$ cat config.mk
export PLATFORM = sky130hd
export DESIGN_NAME = io_route_decoder
export DESIGN_NICKNAME = d
export VERILOG_FILES = /design/src/rtl/io_route_pkg.sv /design/src/rtl/io_legacy_match.sv /design/src/rtl/io_window_match.sv /design/src/rtl/io_route_select.sv /design/src/rtl/io_route_decoder.sv
export SDC_FILE = /design/constraint.sdc
export NUM_CORES = 1
export LEC_CHECK = 0
export ABC_AREA = 1
export BUFFER_PORTS_ARGS = -buffer_cell sky130_fd_sc_hd__buf_2
export CORE_MARGIN = 2
export CORE_UTILIZATION = 38
export CTS_CLUSTER_SIZE = 28
export DETAILED_ROUTE_END_ITERATION = 12
export PLACE_DENSITY = 0.74
export SLEW_MARGIN = 10
export SYNTH_ARGS = -nofsm -noshare
export SYNTH_HDL_FRONTEND = slang
export SYNTH_SLANG_ARGS = --single-unit
$ cat constraint.sdc
create_clock -name clk -period 1.2 [get_ports clk]
set_input_delay 0.24 -clock clk [delete_from_list [all_inputs] [get_ports clk]]
set_output_delay 0.24 -clock clk [all_outputs]
set_load 0.02 [all_outputs]
$ cat src/rtl/io_route_pkg.sv
package io_route_pkg;

    // Legacy ports live in the low 1 KB of I/O space
    localparam int LEG_W    = 10;
    localparam int MONO_CNT = 6;
    localparam int CLR_CNT  = 2;

    localparam logic [LEG_W-1:0] MONO_PORTS [MONO_CNT] =
        '{10'h3B4, 10'h3B5, 10'h3B8, 10'h3B9, 10'h3BA, 10'h3BF};

    typedef struct packed {
        logic [LEG_W-1:0] lo;
        logic [LEG_W-1:0] hi;
    } port_range_s;

    localparam port_range_s CLR_RANGES [CLR_CNT] =
        '{'{lo: 10'h3B0, hi: 10'h3BB}, '{lo: 10'h3C0, hi: 10'h3DF}};

    typedef enum logic [1:0] {
        TGT_IDLE   = 2'b00,
        TGT_GFX    = 2'b01,
        TGT_LEGACY = 2'b10
    } route_tgt_e;

    typedef struct packed {
        logic mono;
        logic colour;
        logic window;
    } addr_hits_s;

    typedef struct packed {
        logic vga_fwd;
        logic io_fwd;
        logic mono_dev;
    } route_ctl_s;

endpackage

$ cat src/rtl/io_legacy_match.sv
module io_legacy_match
    import io_route_pkg::*;
#(
    parameter int ADDR_W = 16
) (
    input  logic [ADDR_W-1:0] addr,
    output logic              mono_hit,
    output logic              colour_hit
);
    localparam int HI_W = ADDR_W - LEG_W;

    logic                 low_page;
    logic [LEG_W-1:0]     low_addr;
    logic [MONO_CNT-1:0]  mono_vec;
    logic [CLR_CNT-1:0]   clr_vec;

    assign low_page = (addr[ADDR_W-1:LEG_W] == '0);
    assign low_addr = addr[LEG_W-1:0];

    for (genvar i = 0; i < MONO_CNT; i++) begin : g_mono
        assign mono_vec[i] = (low_addr == MONO_PORTS[i]);
    end

    for (genvar j = 0; j < CLR_CNT; j++) begin : g_clr
        assign clr_vec[j] = (low_addr >= CLR_RANGES[j].lo) &&
                            (low_addr <= CLR_RANGES[j].hi);
    end

    assign mono_hit   = low_page && (|mono_vec);
    assign colour_hit = low_page && (|clr_vec);

    if (HI_W < 1) begin : g_bad_width
        initial $error("io_legacy_match: ADDR_W must exceed %0d", LEG_W);
    end
endmodule

$ cat src/rtl/io_window_match.sv
module io_window_match #(
    parameter int ADDR_W = 16,
    parameter int GRAN_W = 12,
    localparam int WIN_W = ADDR_W - GRAN_W
) (
    input  logic [ADDR_W-1:0] addr,
    input  logic [WIN_W-1:0]  base,
    input  logic [WIN_W-1:0]  limit,
    output logic              win_hit
);
    logic [WIN_W-1:0] page;
    logic             win_open;

    assign page     = addr[ADDR_W-1:GRAN_W];
    assign win_open = (limit >= base);
    assign win_hit  = win_open && (page >= base) && (page <= limit);
endmodule

$ cat src/rtl/io_route_select.sv
module io_route_select
    import io_route_pkg::*;
(
    input  addr_hits_s hits,
    input  route_ctl_s ctl,
    output route_tgt_e tgt
);
    always_comb begin
        if (!ctl.io_fwd)
            tgt = TGT_LEGACY;
        else if (ctl.mono_dev && hits.mono)
            tgt = TGT_LEGACY;
        else if (ctl.vga_fwd && hits.colour)
            tgt = TGT_GFX;
        else if (hits.window)
            tgt = TGT_GFX;
        else
            tgt = TGT_LEGACY;
    end
endmodule

$ cat src/rtl/io_route_decoder.sv
module io_route_decoder
    import io_route_pkg::*;
#(
    parameter int ADDR_W = 16,
    parameter int GRAN_W = 12,
    localparam int WIN_W = ADDR_W - GRAN_W
) (
    input  logic              clk,
    input  logic              rst,
    input  logic              cyc_vld,
    input  logic [ADDR_W-1:0] cyc_addr,
    input  logic              vga_en,
    input  logic              io_en,
    input  logic              mono_present,
    input  logic [WIN_W-1:0]  win_base,
    input  logic [WIN_W-1:0]  win_limit,
    output logic              rt_vld,
    output logic [1:0]        rt_tgt
);
    addr_hits_s hits;
    route_ctl_s ctl;
    route_tgt_e tgt_nxt;
    route_tgt_e tgt_q;
    logic       vld_q;

    io_legacy_match #(.ADDR_W(ADDR_W)) u_legacy (
        .addr       (cyc_addr),
        .mono_hit   (hits.mono),
        .colour_hit (hits.colour)
    );

    io_window_match #(.ADDR_W(ADDR_W), .GRAN_W(GRAN_W)) u_window (
        .addr    (cyc_addr),
        .base    (win_base),
        .limit   (win_limit),
        .win_hit (hits.window)
    );

    assign ctl = '{vga_fwd: vga_en, io_fwd: io_en, mono_dev: mono_present};

    io_route_select u_select (
        .hits (hits),
        .ctl  (ctl),
        .tgt  (tgt_nxt)
    );

    always_ff @(posedge clk) begin
        if (rst) begin
            vld_q <= 1'b0;
            tgt_q <= TGT_IDLE;
        end else begin
            vld_q <= cyc_vld;
            tgt_q <= cyc_vld ? tgt_nxt : TGT_IDLE;
        end
    end

    assign rt_vld = vld_q;
    assign rt_tgt = tgt_q;
endmodule

==> results.cfg <==
[timing]
setup_viol = 0
relSlewSlack = 0.901
finalHoldViolations = 0
fmax_mhz = 941
fin_crit_ns = 1.06
rsz0062_at_grt = false
fin_crit_sh = 0.886
final_max_slew_viol_count = 0
worst_slew_pin_slew_ns = 0.148

[yosys]
syn_avg_cell_area_sq_um = 6.12
netlist_area_sq_um = 557
yosysSeqAreaShare = 0.108
yosys_warnings = 0
ys_ff_latch = 3
syn-num-nets = 133
yosysUniqueCellTypes = 15
postSynthCellCount = 91

[min_path]
min_path_type = in2reg

[cts]
cts.sinks = 3
postCtsResizedCells = 0
htreeDepth = 1
tritoncts = built
cts.reportedPaths.clkPinSlew_ns = 0.04
numCtsBuffers = 3
cts_buffer_depth = 2
postCtsSetupBuffers = 0
cts-hold-fix-buffers = 0
cts.root.buffer_cell = clkbuf_4

[drt]
drtIter0Drc = 6
vias = 626
ant_nets = 0
finalWirelength_um = 1160
firstDrtPassIters = 4
wl_per_cell_um = 8.16
viasPerCell = 4.41
drcViolationCount = 0

[die]
row_count = 13
ios = 33
dieWidth_um = 42.3
start_util = 0.417
dieArea_sq_um = 1790
die_h_um = 42.3
core_sq_um = 1330

[global_routing]
grt_max_degree = 5
antenna_found_initial = 0
grt_overflow = 0
grt_pass1_vias = 556
grt_pass1_wl_um = 1990
globalRouteTotalUtil = 0.141

[setup_path]
cp_slowest_cell = ha_1
cp-start-kind = input pin
critical_path_class = in2reg
cpPeakStageDelay_ns = 0.32
end_kind = flop
critPathArrivalTime_ns = 1.19
cp_cell_sequence = buf_2 -> inv_1 -> ha_1 -> a21oi_1 -> nand3_1 -> nand3_1 -> nand2_2 -> nand2_2 -> nor2_2
critPathMaxFanout = 3
required_ns = 1.33

[placed_design]
gp_congestion = 0.856
placedInstanceArea_sq_um = 736
port_buffers = 32
hpwl_um = 1100

[pwr]
peakVddDrop_mv = 0.224
p_leak_uw = 0.000506
power_density_nw_per_um2 = 637

[cells_and_area]
synthToLayoutAreaGrowth_pct = 36.9
antennaDiodeCount = 0
final_util = 0.571
fill_cells = 140
design_area_sq_um = 762
drive_above_1_share = 0.346
nets = 170

[run]
maxCapViolCount = 0

[status]
status = complete, no violations
-- worst paths after layout --
| kind | start | to | slack [ns] | depth (start not counted) |
|---|---|---|---|---|
| max | win_base[3] | rt_tgt[0]$_SDFF_PP0_ | 0.14 | 9 |
| min | rst | rt_vld$_SDFF_PP0_ | 0.18 | 2 |
-- flip-flops by register name, summed over array words and instances (netlist names) --
signal	cells
rt_vld	1
rt_tgt	2
-- layer usage --
layer | share of wire | track usage | vias up
met3 | 0.066 | 0.0431 | 0
li1 | - | - | 352
met4 | 0 | 0.0563 | 0
met2 | 0.45 | 0.237 | 22
met5 | 0 | 0 | -
met1 | 0.48 | 0.166 | 252
-- where the power goes --
group	switching (uW)	internal, uW	leakage [uW]
clock network	50.5	124	0.0000150
registers	0.896	105	0.0000247
logic	109	94.9	0.000466
-- final cells by class --
| cell class | instances | area (sq um) | share of cell area |
|---|---|---|---|
| repair buffers | 32 | 160 | 0.210 |
| clock buffers | 4 | 26.3 | 0.0345 |
| multi-input cells | 63 | 403 | 0.529 |
| flip-flops and latches | 3 | 60.1 | 0.0788 |
| well taps | 15 | 18.8 | 0.0246 |
| inverters | 25 | 93.8 | 0.123 |
-- cell usage in the layout (no fill, tap or decap), types with 2 or more instances in the layout --
cell	count
buf_2	32
inv_1	24
nand2_1	24
ha_1	12
nand3_1	6
nor2_1	5
a21oi_1	3
nand4_1	3
clkbuf_4	3
dfxtp_1	3
nor2_2	2
nand3b_1	2
nand3_2	2
nand2_2	2
-- kinds of logic (layout without fill, tap and decap cells) --
logic type | count (synthesis) | count (layout) | share of synthesized area
compound gates | 4 | 4 | 0.0427
fa+ha+maj | 12 | 12 | 0.270
buf+inv | 25 | 61 | 0.169
flops | 3 | 3 | 0.108
simple gates | 47 | 47 | 0.411
-- synth_stat cells --
| cell type | n | area, sq um |
|---|---|---|
| nor2_4 | 1 | 11.3 |
| nand3b_1 | 2 | 15.0 |
| nand4_1 | 3 | 18.8 |
| inv_2 | 1 | 3.75 |
| nand3_1 | 6 | 30.0 |
| a21oi_1 | 3 | 15.0 |
| dfxtp_1 | 3 | 60.1 |
| nand3_2 | 2 | 20.0 |
| ha_1 | 12 | 150 |
| nor2_1 | 5 | 18.8 |
| nand2_2 | 2 | 12.5 |
| nor2_2 | 2 | 12.5 |
| inv_1 | 24 | 90.1 |
| a21oi_2 | 1 | 8.76 |
| nand2_1 | 24 | 90.1 |
-- worst max-delay path: cells and delay by family --
family	cells	cell delay [ns]
compound gates	1	0.15
fa+ha+maj	1	0.32
buf+inv	2	0.12
simple gates	5	0.36
-- metrics by stage --
| step | power (uW) | std cells | TNS [ns] | hold slack [ns] | setup slack [ns] |
|---|---|---|---|---|---|
| after floorplan | 231 | 91 | 0 | 0.322 | 0.0486 |
| after global placement | 307 | 138 | -0.167 | 0.417 | -0.0884 |
| after detailed placement | 314 | 138 | -0.200 | 0.427 | -0.107 |
| after CTS | 497 | 142 | 0 | 0.182 | 0.138 |
| after global routing | 544 | 142 | 0 | 0.184 | 0.0156 |
| final | 485 | 142 | 0 | 0.184 | 0.137 |
No activity file was read; power rests on OpenSTA's default activity.
